**config.mk**
```make
export PLATFORM = sky130hd
export DESIGN_NAME = plane_mixer
export DESIGN_NICKNAME = d
export VERILOG_FILES = /design/src/rtl/mix_pkg.sv /design/src/rtl/mix_weight_sel.sv /design/src/rtl/mix_key_cmp.sv /design/src/rtl/mix_blend_ch.sv /design/src/rtl/plane_mixer.sv
export SDC_FILE = /design/constraint.sdc
export NUM_CORES = 1
export LEC_CHECK = 0
export BUFFER_PORTS_ARGS = -buffer_cell sky130_fd_sc_hd__buf_2
export CORE_ASPECT_RATIO = 1.4
export CORE_MARGIN = 2
export CORE_UTILIZATION = 25
export CTS_CLUSTER_SIZE = 24
export DETAILED_ROUTE_END_ITERATION = 6
export MAX_ROUTING_LAYER = met4
export SETUP_SLACK_MARGIN = 0.2
export SYNTH_ARGS = -nofsm -noshare
export SYNTH_HDL_FRONTEND = slang
export SYNTH_SLANG_ARGS = --single-unit
```
**constraint.sdc**
```tcl
create_clock -name clk -period 30.7 [get_ports clk]
set_input_delay 6.14 -clock clk [delete_from_list [all_inputs] [get_ports clk]]
set_output_delay 6.14 -clock clk [all_outputs]
set_load 0.02 [all_outputs]
```
**src/rtl/mix_pkg.sv**
```systemverilog
package mix_pkg;

  localparam int WSEL_W  = 2;
  localparam int DEPTH_W = 2;
  localparam int MODE_W  = 3;

  typedef enum logic [1:0] {
    SRC_BLEND = 2'd0,
    SRC_P1    = 2'd1,
    SRC_P2    = 2'd2
  } src_e;

  typedef struct packed {
    src_e on_miss;
    src_e on_hit;
  } pair_t;

  function automatic pair_t mode_pair(input logic [MODE_W-1:0] m);
    pair_t p;
    case (m)
      3'd2:    p = '{on_miss: SRC_BLEND, on_hit: SRC_P1};
      3'd3:    p = '{on_miss: SRC_P1,    on_hit: SRC_BLEND};
      3'd4:    p = '{on_miss: SRC_BLEND, on_hit: SRC_P2};
      3'd5:    p = '{on_miss: SRC_P2,    on_hit: SRC_BLEND};
      3'd6:    p = '{on_miss: SRC_P1,    on_hit: SRC_P2};
      3'd7:    p = '{on_miss: SRC_P2,    on_hit: SRC_P1};
      default: p = '{on_miss: SRC_BLEND, on_hit: SRC_BLEND};
    endcase
    return p;
  endfunction

endpackage

```
**src/rtl/mix_weight_sel.sv**
```systemverilog
module mix_weight_sel
  import mix_pkg::*;
#(
  parameter int CW = 8
) (
  input  logic [WSEL_W-1:0] sel_src,
  input  logic [WSEL_W-1:0] sel_dst,
  input  logic [CW-1:0]     alpha1,
  input  logic [CW-1:0]     alpha2,
  input  logic [CW-1:0]     fix_src,
  input  logic [CW-1:0]     fix_dst,
  input  logic              swap,
  output logic [CW-1:0]     w1,
  output logic [CW-1:0]     w2
);

  localparam logic [CW-1:0] FULL = {CW{1'b1}};

  logic [CW-1:0] ws;
  logic [CW-1:0] wd;

  function automatic logic [CW-1:0] pick(input logic [WSEL_W-1:0] s,
                                         input logic [CW-1:0] a1,
                                         input logic [CW-1:0] a2,
                                         input logic [CW-1:0] fx);
    case (s)
      2'd0:    return a1;
      2'd1:    return a2;
      default: return fx;
    endcase
  endfunction

  always_comb begin
    ws = pick(sel_src, alpha1, alpha2, fix_src);
    wd = pick(sel_dst, alpha1, alpha2, fix_dst);
    if (swap) begin
      w1 = FULL - ws;
      w2 = wd;
    end else begin
      w1 = ws;
      w2 = FULL - wd;
    end
  end

  // Same weight source on both sides means the pair always spans full scale.
  always_comb begin
    if (sel_src == sel_dst && sel_src < 2'd2)
      assert_pair_full_R2: assert ({1'b0, w1} + {1'b0, w2} == {1'b0, FULL})
        else $error("weight pair does not sum to full scale");
  end

endmodule

```
**src/rtl/mix_key_cmp.sv**
```systemverilog
module mix_key_cmp
  import mix_pkg::*;
#(
  parameter int CW  = 8,
  parameter int NCH = 3
) (
  input  logic               key_en,
  input  logic               key_plane,
  input  logic [DEPTH_W-1:0] depth,
  input  logic [CW*NCH-1:0]  pix1,
  input  logic [CW*NCH-1:0]  pix2,
  input  logic [CW*NCH-1:0]  key,
  output logic               hit
);

  localparam int PW   = CW * NCH;
  localparam int MINB = CW - 3;

  logic [PW-1:0]  tested;
  logic [CW-1:0]  mask;
  logic [NCH-1:0] ch_eq;

  assign tested = key_plane ? pix2 : pix1;
  assign mask   = {CW{1'b1}} << depth;

  for (genvar i = 0; i < NCH; i++) begin : g_ch
    assign ch_eq[i] = ((tested[i*CW +: CW] ^ key[i*CW +: CW]) & mask) == '0;
  end

  assign hit = key_en & (&ch_eq);

  // A hit at any depth implies agreement on the upper bits that are always compared.
  always_comb begin
    for (int c = 0; c < NCH; c++) begin
      if (hit)
        assert_hit_msb_R3: assert (tested[c*CW+3 +: MINB] == key[c*CW+3 +: MINB])
          else $error("key hit with mismatched upper bits");
    end
  end

endmodule

```
**src/rtl/mix_blend_ch.sv**
```systemverilog
module mix_blend_ch #(
  parameter int CW = 8
) (
  input  logic [CW-1:0] c1,
  input  logic [CW-1:0] c2,
  input  logic [CW-1:0] w1,
  input  logic [CW-1:0] w2,
  output logic [CW-1:0] res
);

  localparam int SW   = 2 * CW + 2;
  localparam int MAXV = (1 << CW) - 1;

  logic [SW-1:0] acc;
  logic [SW-1:0] quo;

  always_comb begin
    acc = SW'(c1) * SW'(w1) + SW'(c2) * SW'(w2) + SW'(MAXV / 2);
    quo = acc / SW'(MAXV);
    res = (quo > SW'(MAXV)) ? CW'(MAXV) : quo[CW-1:0];
  end

  // Complementary weights give a rounded average that stays between the two inputs.
  always_comb begin
    if ({1'b0, w1} + {1'b0, w2} == (CW+1)'(MAXV))
      assert_between_R2: assert (res >= ((c1 < c2) ? c1 : c2) && res <= ((c1 > c2) ? c1 : c2))
        else $error("blend outside input range");
  end

endmodule

```
**src/rtl/plane_mixer.sv**
```systemverilog
module plane_mixer
  import mix_pkg::*;
#(
  parameter int CW  = 8,
  parameter int NCH = 3
) (
  input  logic                clk,
  input  logic                rst_n,
  input  logic                in_valid,
  input  logic [CW*NCH-1:0]   p1_pix,
  input  logic [CW-1:0]       p1_alpha,
  input  logic [CW*NCH-1:0]   p2_pix,
  input  logic [CW-1:0]       p2_alpha,
  input  logic [WSEL_W-1:0]   cfg_wsel_src,
  input  logic [WSEL_W-1:0]   cfg_wsel_dst,
  input  logic [CW-1:0]       cfg_fix_src,
  input  logic [CW-1:0]       cfg_fix_dst,
  input  logic                cfg_swap,
  input  logic                cfg_key_en,
  input  logic                cfg_key_plane,
  input  logic [DEPTH_W-1:0]  cfg_key_depth,
  input  logic [CW*NCH-1:0]   cfg_key_color,
  input  logic [MODE_W-1:0]   cfg_key_mode,
  output logic                out_valid,
  output logic [CW*NCH-1:0]   out_pix
);

  localparam int PW = CW * NCH;

  // ---------------- stage 1: weights, key, choice ----------------
  logic [CW-1:0] w1_c, w2_c;
  logic          hit_c;
  pair_t         pair_c;
  src_e          choice_c;

  mix_weight_sel #(.CW(CW)) u_wsel (
    .sel_src (cfg_wsel_src),
    .sel_dst (cfg_wsel_dst),
    .alpha1  (p1_alpha),
    .alpha2  (p2_alpha),
    .fix_src (cfg_fix_src),
    .fix_dst (cfg_fix_dst),
    .swap    (cfg_swap),
    .w1      (w1_c),
    .w2      (w2_c)
  );

  mix_key_cmp #(.CW(CW), .NCH(NCH)) u_key (
    .key_en    (cfg_key_en),
    .key_plane (cfg_key_plane),
    .depth     (cfg_key_depth),
    .pix1      (p1_pix),
    .pix2      (p2_pix),
    .key       (cfg_key_color),
    .hit       (hit_c)
  );

  always_comb begin
    pair_c = mode_pair(cfg_key_mode);
    if (!cfg_key_en)  choice_c = SRC_BLEND;
    else if (hit_c)   choice_c = pair_c.on_hit;
    else              choice_c = pair_c.on_miss;
  end

  logic          s1_valid, s1_valid_d;
  logic [PW-1:0] s1_p1,    s1_p1_d;
  logic [PW-1:0] s1_p2,    s1_p2_d;
  logic [CW-1:0] s1_w1,    s1_w1_d;
  logic [CW-1:0] s1_w2,    s1_w2_d;
  src_e          s1_choice, s1_choice_d;

  always_comb begin
    s1_valid_d  = in_valid;
    s1_p1_d     = s1_p1;
    s1_p2_d     = s1_p2;
    s1_w1_d     = s1_w1;
    s1_w2_d     = s1_w2;
    s1_choice_d = s1_choice;
    if (in_valid) begin
      s1_p1_d     = p1_pix;
      s1_p2_d     = p2_pix;
      s1_w1_d     = w1_c;
      s1_w2_d     = w2_c;
      s1_choice_d = choice_c;
    end
  end

  always_ff @(posedge clk or negedge rst_n) begin
    if (!rst_n) begin
      s1_valid  <= 1'b0;
      s1_p1     <= '0;
      s1_p2     <= '0;
      s1_w1     <= '0;
      s1_w2     <= '0;
      s1_choice <= SRC_BLEND;
    end else begin
      s1_valid  <= s1_valid_d;
      s1_p1     <= s1_p1_d;
      s1_p2     <= s1_p2_d;
      s1_w1     <= s1_w1_d;
      s1_w2     <= s1_w2_d;
      s1_choice <= s1_choice_d;
    end
  end

  // ---------------- stage 2: blend and select ----------------
  logic [PW-1:0] blend_pix;

  for (genvar i = 0; i < NCH; i++) begin : g_blend
    mix_blend_ch #(.CW(CW)) u_ch (
      .c1  (s1_p1[i*CW +: CW]),
      .c2  (s1_p2[i*CW +: CW]),
      .w1  (s1_w1),
      .w2  (s1_w2),
      .res (blend_pix[i*CW +: CW])
    );
  end

  logic          out_valid_d;
  logic [PW-1:0] sel_pix;
  logic [PW-1:0] out_pix_d;

  always_comb begin
    case (s1_choice)
      SRC_P1:  sel_pix = s1_p1;
      SRC_P2:  sel_pix = s1_p2;
      default: sel_pix = blend_pix;
    endcase
    out_valid_d = s1_valid;
    out_pix_d   = s1_valid ? sel_pix : out_pix;
  end

  always_ff @(posedge clk or negedge rst_n) begin
    if (!rst_n) begin
      out_valid <= 1'b0;
      out_pix   <= '0;
    end else begin
      out_valid <= out_valid_d;
      out_pix   <= out_pix_d;
    end
  end

  // ---------------- assertions ----------------
  assert_valid_follows_R6: assert property (@(posedge clk) disable iff (!rst_n)
    s1_valid |=> out_valid) else $error("valid lost in pipeline");

  assert_no_spurious_valid_R6: assert property (@(posedge clk) disable iff (!rst_n)
    !s1_valid |=> !out_valid) else $error("spurious output valid");

  assert_hold_R7: assert property (@(posedge clk) disable iff (!rst_n)
    !s1_valid |=> $stable(out_pix)) else $error("output changed without valid");

  assert_pass_p1_R4: assert property (@(posedge clk) disable iff (!rst_n)
    s1_valid && s1_choice == SRC_P1 |=> out_pix == $past(s1_p1))
    else $error("plane 1 pass-through mismatch");

  assert_pass_p2_R4: assert property (@(posedge clk) disable iff (!rst_n)
    s1_valid && s1_choice == SRC_P2 |=> out_pix == $past(s1_p2))
    else $error("plane 2 pass-through mismatch");

  assert_key_off_blend_R5: assert property (@(posedge clk) disable iff (!rst_n)
    in_valid && !cfg_key_en |=> s1_choice == SRC_BLEND)
    else $error("pass-through chosen with keying off");

endmodule

```
Word level (Yosys, flattened, before mapping) --
Cells that the tools add are included.
Storage, ports and cells: output and inout bits 25, register bits 92, bits of input ports 119
Operators by class: equal/unequal tests 10, divide/modulo/power cells 3, mux-type cells 12, $add $sub $neg 8, bitwise logic cells 7, $mul 6, magnitude comparators 3, reduce and logical (&&, ||, !) cells 6, shift-type cells 1
Operators with widths (count):
- $mul A8 B8 Y16 | 6
- $add A18 B7 Y18 const B | 3
- $div A18 B8 Y18 const B | 3
- $gt A18 B8 Y1 const B | 3
- $add A16 B16 Y17 | 3
- $pmux W24 S2 | 1
- $mux W8 | 5
- $pmux W8 S2 | 2
- $and A8 B8 Y8 | 3
- $logic_not A8 Y1 | 3
- $mux W24 | 1
- $pmux W4 S6 | 1
- $xor A8 B8 Y8 | 3
- $sub A8 B8 Y8 const A | 2
- $eq A3 B3 Y1 const B | 4
- $shl A8 B2 Y8 const A | 1
- $eq A2 B1 Y1 const B | 3
- $eq A3 B2 Y1 const B | 2
- $logic_not A2 Y1 | 2
- $mux W2 | 2
- $reduce_and A3 Y1 | 1
- $eq A2 B2 Y1 const B | 1
- $and A1 B1 Y1 | 1

Depth between registers and ports, before layout --
Gate-level depths: netlist of run 1.
word-level depth 8, depth in mapped cells 49

Modules after synthesis --
From an unflattened synthesis of run 1, not the netlist that was laid out.
Unflattened totals: cells, all modules 3216, area total of the unflattened synthesis 27689.1 sq um
Modules (own cells, without submodules):
- mix_blend_ch at g_blend[0].u_ch | instances 1, sequential area each 0.0 sq um, cells an instance 954, area an instance 7786.2 sq um
- mix_blend_ch at g_blend[1].u_ch | instances 1, sequential area each 0.0 sq um, cells an instance 948, area an instance 7526.0 sq um
- mix_blend_ch at g_blend[2].u_ch | instances 1, sequential area each 0.0 sq um, cells an instance 897, area an instance 7259.5 sq um
- plane_mixer | instances 1, sequential area each 2302.2 sq um, cells an instance 284, area an instance 4052.6 sq um
- mix_key_cmp | instances 1, sequential area each 0.0 sq um, cells an instance 63, area an instance 560.5 sq um
- mix_weight_sel | instances 1, sequential area each 0.0 sq um, cells an instance 70, area an instance 504.2 sq um

Least setup slack after synthesis of run 1 --
Ideal clock, no wire load.
kind register to register, start point register s1_w2[4], end point register out_pix[0], path slack 18.741 ns, library setup time 0.136 ns, data arrival time 11.823 ns, required time 30.564 ns, stages on the path, launching flop included 45, period minus slack after synthesis 11.959 ns, buffers on the path 2, cells stage by stage dfrtp_1 > clkbuf_1 > and2_1 > fa_1 > inv_1 > fa_1 > inv_1 > fa_1 > fa_1 > fa_1 > inv_1 > fa_1 > inv_1 > ha_1 > and3_1 > a22oi_2 > a211oi_1 > or3_1 > (+9 left out) > a311oi_2 > or4b_4 > mux2_4 > nor3_4 > o31ai_1 > and4_4 > o211a_1 > o32a_1 > o21a_1 > xnor2_1 > ha_1 > nand2_1 > o311a_1 > a2111o_1 > a221oi_1 > o32ai_1 > a311oi_1 > o22ai_1
Between the ends: word-level cells in the longest chain between the ends 7
Ends and longest elaborated chain:
- start: declaration | RTL line plane_mixer.sv:69 | logic [CW-1:0] s1_w2, s1_w2_d;
- start signal: assignment | RTL line plane_mixer.sv:101 | s1_w2 <= s1_w2_d;
- $mul A8 B8 Y16 * | RTL line mix_blend_ch.sv:18 | acc = SW'(c1) * SW'(w1) + SW'(c2) * SW'(w2) + SW'(MAXV / 2);
- $add A16 B16 Y17 * | RTL line mix_blend_ch.sv:18
- $add A18 B7 Y18 * | RTL line mix_blend_ch.sv:18
- $div A18 B8 Y18 * | RTL line mix_blend_ch.sv:19 | quo = acc / SW'(MAXV);
- $gt A18 B8 Y1 | RTL line mix_blend_ch.sv:20 | res = (quo > SW'(MAXV)) ? CW'(MAXV) : quo[CW-1:0];
- $mux W8 * | RTL line mix_blend_ch.sv:20
- $pmux W24 S2 * | RTL line plane_mixer.sv:124 | case (s1_choice)
- end signal: assignment | RTL line plane_mixer.sv:139 | out_pix <= out_pix_d;
- end: declaration | RTL line plane_mixer.sv:25 | output logic [CW*NCH-1:0] out_pix
Every way passes the cells marked *; elsewhere a longest branch is shown, timed or not. A chain may end at the register's enable or synchronous reset.

Worst setup path after layout of run 1 --
start point register s1_w2[7], end point register out_pix[0]
The elaborated chain is that of the path after synthesis.

==> results of run 1 <==
-- worst max-delay path, delay by kind of cell, from the launching register on --
kind	cells	cell delay, ns
compound gates	20	6.61
fa+ha+maj	8	3.86
simple gates	9	2.29
flops	1	0.89
xor+xnor	1	0.16
buf+inv	3	0.15
-- how the worst max path moves through the flow --
stage	start	endpoint	slack [ns]	cells past startpoint
detailed placement	s1_w2[7]	out_pix[0]	16.70	41
global route	s1_w2[6]	out_pix[0]	15.44	41
CTS	s1_w2[7]	out_pix[0]	16.64	41
floorplan	s1_w2[4]	out_pix[0]	18.74	44
finish	s1_w2[7]	out_pix[0]	16.54	41
global placement	s1_w1[6]	out_pix[0]	16.88	41
-- sequential cells by signal, summed over array words and instances, names as in the netlist --
| name | cells |
|---|---|
| s1_p2 | 24 |
| s1_w2 | 8 |
| out_valid_d | 1 |
| out_valid | 1 |
| out_pix | 24 |
| s1_p1 | 24 |
| s1_choice | 2 |
| s1_w1 | 8 |
-- layout by cell type (no fill, tap or decap), types with 34 or more instances in the layout --
cell type,netlist,routed
mux2i_1,58,58
mux2_2,81,81
o21ai_0,93,93
nor2_1,138,138
o211ai_1,35,35
and3_1,34,34
nand4_1,41,41
fa_1,291,291
dfrtp_1,92,91
xor2_1,64,64
xnor2_1,100,100
ha_1,209,209
nor3_1,69,69
nand2_1,289,289
a21oi_1,101,101
buf_2,13,141
nand3_1,81,81
or3_1,34,34
inv_1,444,444
a21o_1,43,43
and2_1,277,277
-- cells by family after synthesis --
| family | count (synthesis) | share of synthesized area |
|---|---|---|
| AND/OR/NAND/NOR | 1129 | 0.227 |
| AO/OA/AOI/OAI | 664 | 0.183 |
| buffers and inverters | 582 | 0.0815 |
| adder cells (fa/ha/maj) | 502 | 0.312 |
| XOR/XNOR | 164 | 0.0529 |
| multiplexers | 145 | 0.0582 |
| flip-flops | 92 | 0.0849 |
-- routing by layer --
layer	vias to the layer above	global-route usage
met3	163	0.0195
met5	-	-
li1	11427	-
met2	580	0.281
met4	0	0.0674
met1	12072	0.175
-- layout make-up --
class                      count  share of cell area
sequential                    92              0.0779
inverter                     444              0.0564
clock inverter                 6             0.00182
antenna                        7            0.000593
tap                         1450              0.0614
clock buffer                  10             0.00808
timing repair buffer         160              0.0287
multi-input combinational   2604               0.765
-- metrics by stage --
| stage | std cells | area (µm²) |
|---|---|---|
| 6_report | 4773 | 29600 |
| 2_1_floorplan | 3278 | 27100 |
| 5_1_grt | 4772 | 29600 |
| 3_3_place_gp | 4750 | 29300 |
| 3_5_place_dp | 4750 | 29300 |
| 4_1_cts | 4766 | 29500 |
==> results.json, run 1 <==
{
  "fin_util": 0.274,
  "grt_pass1_vias": 25045,
  "post_cts_resize_count": 0,
  "whs_ns": 0.513,
  "ys_ff_latch": 92,
  "reg2reg_depth": 41,
  "outcome": "finished clean",
  "grt_pass1_wl_um": 135000,
  "syn_to_final_growth_pct": 8.95,
  "fmax_mhz": 70.6,
  "drv_slew": 0,
  "hold_buffers": 0,
  "cpMostUsedCell": "fa_1",
  "hpwl_um": 69200,
  "insertion_delay_ns": 0.41,
  "setup_violations": 0,
  "cts_buffer_depth": 2,
  "min_to": "out_pix[21]",
  "fin_skew_ns": 0.0136,
  "arrival_ns": 14.41,
  "tritoncts": "built",
  "die_w_um": 282,
  "routed_wl_um": 84500,
  "cp.required_ns": 30.95,
  "synth_commonest_cells": "inv_1, fa_1, nand2_1",
  "yosysWarningCount": 0,
  "avgViaCountPerCell": 5.08,
  "synthArstFlopShare": 1.00,
  "critPathLaunchType": "register",
  "wl_met3_um": 3890,
  "drc": 0,
  "multiInputGateArea_um2": 22600,
  "cp_max_fo": 25,
  "nFillCells": 11780,
  "port_buffers": 143,
  "hp-class": "register to register",
  "drt_iter0_drc": 1338,
  "cts_root_buffer": "clkbuf_16",
  "chipHeight_um": 394,
  "avgSynthCellArea_um2": 8.28,
  "synthCells": 3278,
  "max_slew_margin": 0.299,
  "cts.sinks": 92,
  "yosysTopAreaCell": "fa_1",
  "wl_met2_um": 43600,
  "fin_crit_sh": 0.461,
  "topRoutingLayerUsed": "met4",
  "r2r-start": "s1_w2[7]",
  "grt_remaining_overflow": 0,
  "layout_min_cycle_time_ns": 14.16,
  "cts_setup_buffers": 0,
  "drt-pass1-iter-count": 5,
  "drive_gt1_frac": 0.111,
  "h-tree-depth": 3,
  "ios": 144,
  "wire_per_inst_um": 17.7,
  "synth.most_common_cell": "inv_1",
  "holdPathStages": 1,
  "holdCritStartpoint": "out_pix[21]",
  "rsz0062_at_grt": "false",
  "fin_nets": 3930,
  "hold_viol": 0,
  "rows": 143,
  "crit_type": "register to register",
  "ys_seq_area_frac": 0.0849,
  "ant_nets": 0,
  "antenna_found_initial": 8,
  "cts_buffers": 9,
  "core_um2": 108000,
  "syn-cell-area_um2": 27100,
  "synth.area.top_cells": "fa_1, ha_1, dfrtp_1",
  "setup_tns_ns": 0,
  "pre_cts_slack_ns": 16.70,
  "grt_max_degree": 78,
  "endpoint_kind": "register",
  "grt_usage": 0.158,
  "regArea_um2": 2300,
  "slowest_delay_ns": 0.89,
  "layout_setup_ws_ns": 16.54,
  "synth_ff_type": "dfrtp_1",
  "reg2reg_to": "out_pix[0]",
  "initial_core_util": 0.251,
  "globalplace.congestion": 0.908,
  "r2r_slack_ns": 16.54,
  "cp_slowest_cell": "dfrtp_1",
  "path_clk_slew_ns": 0.08,
  "met1_length_um": 33300,
  "synth_cell_types": 125,
  "synth_top_cell_area_share": 0.215,
  "dr_total_vias": 24242,
  "maxCapViolCount": 0,
  "dieArea_um2": 111000,
  "worst_pin_slew_ns": 1.02,
  "syn-num-nets": 3897,
  "synth-edff-count": 0
}
Power of run 1 is not shown: default switching activity piles up to over one toggle a cycle in this logic, so the estimate is an artifact.
==> run 2: changes to the inputs <==
==> constraint.sdc (replaced) <==
create_clock -name clk -period 13.7 [get_ports clk]
set_input_delay 2.74 -clock clk [delete_from_list [all_inputs] [get_ports clk]]
set_output_delay 2.74 -clock clk [all_outputs]
set_load 0.02 [all_outputs]
==> results.json, run 2 (same netlist as run 1, synthesis figures left out) <==
{
  "critical_path.top_delay_family": "compound AO/OA/AOI/OAI gates",
  "endpoint_kind": "register",
  "core_um2": 108000,
  "arrival_ns": 13.18,
  "ios": 144,
  "cp_slowest_cell": "dfrtp_4",
  "use_met2": 0.285,
  "dr_total_vias": 24634,
  "globalplace.congestion": 0.935,
  "grt_usage": 0.160,
  "cts.sinks": 92,
  "fmax_mhz": 77.4,
  "layout_commonest_cell": "inv_1",
  "cp.required_ns": 13.96,
  "h-tree-depth": 3,
  "wire_per_inst_um": 17.8,
  "rsz0062_at_grt": "false",
  "drt_iter0_drc": 1236,
  "routed_wl_um": 86300,
  "cts_buffer_depth": 2,
  "cts_buffers": 9,
  "worst_pin_slew_ns": 1.05,
  "hold_viol": 0,
  "critPathLaunchType": "register",
  "rows": 143,
  "hold_buffers": 0,
  "dieArea_um2": 111000,
  "grt_max_degree": 78,
  "grt_remaining_overflow": 0,
  "gr-max-usage-layer": "met2",
  "syn_to_final_growth_pct": 13.2,
  "maxCapViolCount": 0,
  "layout_min_cycle_time_ns": 12.91,
  "crit_type": "register to register",
  "met1_usage": 0.175,
  "avgViaCountPerCell": 5.09,
  "drv_slew": 0,
  "antenna_found_initial": 10,
  "worst-path-buf-inv": 5,
  "grt_pass1_vias": 25299,
  "layout_setup_ws_ns": 0.787,
  "fin_skew_ns": 0.0135,
  "top_regs": "out_pix: 24 flops, s1_p1: 24 flops, s1_p2: 24 flops",
  "setup_violations": 0,
  "port_buffers": 143,
  "insertion_delay_ns": 0.41,
  "drive_gt1_frac": 0.154,
  "path_clk_slew_ns": 0.08,
  "grt_pass1_wl_um": 137000,
  "outcome": "finished clean",
  "max_slew_margin": 0.300,
  "initial_core_util": 0.251,
  "fin_crit_sh": 0.943,
  "chipHeight_um": 394,
  "ant_nets": 0,
  "pre_cts_slack_ns": 0.127,
  "fin_nets": 3995,
  "drt-pass1-iter-count": 7,
  "slowest_delay_ns": 0.59,
  "grt_use_met3": 0.0209,
  "final_cell_mix": "inv_1, fa_1, nand2_1",
  "drc": 0,
  "die_w_um": 282,
  "hp-class": "register to register",
  "hpwl_um": 71400,
  "tritoncts": "built",
  "cp_max_fo": 15,
  "cts_root_buffer": "clkbuf_16",
  "cpMostUsedCell": "fa_1",
  "setup_tns_ns": 0
}
-- run 2: metrics by stage --
stage / utilization / cells / cell area (µm²) / hold slack (ns)
after global placement: 0.273 / 4785 / 29500 / 0.489
final: 0.284 / 4838 / 30700 / 0.513
after CTS: 0.276 / 4801 / 29800 / 0.513
after floorplan: - / 3278 / 27100 / 0.399
after detailed placement: 0.273 / 4785 / 29500 / 0.494
after global routing: 0.284 / 4838 / 30700 / 0.520
-- run 2: area by class of cell --
cell class / instances / area (µm²)
Timing Repair Buffer: 225 / 1370
Clock inverter: 6 / 77.6
Tap cell: 1450 / 1810
Multi-Input combinational cell: 2604 / 23200
Sequential cell: 92 / 2330
Inverter: 444 / 1670
Fill cell: 11734 / 77400
Antenna cell: 7 / 17.5
Clock buffer: 10 / 229
-- run 2: worst register-to-register path, delay by kind of cell, from the launching register on --
family	cells	cell delay, ns
AO/OA/AOI/OAI	18	4.91
adder cells (fa/ha/maj)	8	3.75
AND/OR/NAND/NOR	10	3.00
flip-flops	1	0.59
buffers and inverters	5	0.35
XOR/XNOR	1	0.16
-- run 2: timing repair --
item	CTS	global route
setup buffers	0	30
gates resized for setup	6	117
pin swaps	0	18
setup endpoints to repair	3	7
-- run 2: final timing paths --
| kind | slack, ns | cells past startpoint | start | endpoint |
|---|---|---|---|---|
| max | 0.79 | 42 | s1_w1[6] | out_pix[0] |
| min | 0.51 | 1 | out_pix[14] | out_pix[14] |
| max reg2reg | 0.79 | 42 | s1_w1[6] | out_pix[0] |
| min reg2reg | 0.51 | 1 | out_pix[14] | out_pix[14] |
| max in group asynchronous | 10.06 | 2 | rst_n | out_valid_d |
| min in group asynchronous | 2.31 | 1 | rst_n | s1_p1[21] |
-- run 2: routing by layer --
metal | up-vias | part of all wire
met5 | - | 0
met4 | 0 | 0.047
met3 | 186 | 0.045
met2 | 587 | 0.52
met1 | 12301 | 0.39
li1 | 11560 | -
Power of run 2 is left out for the same reason.
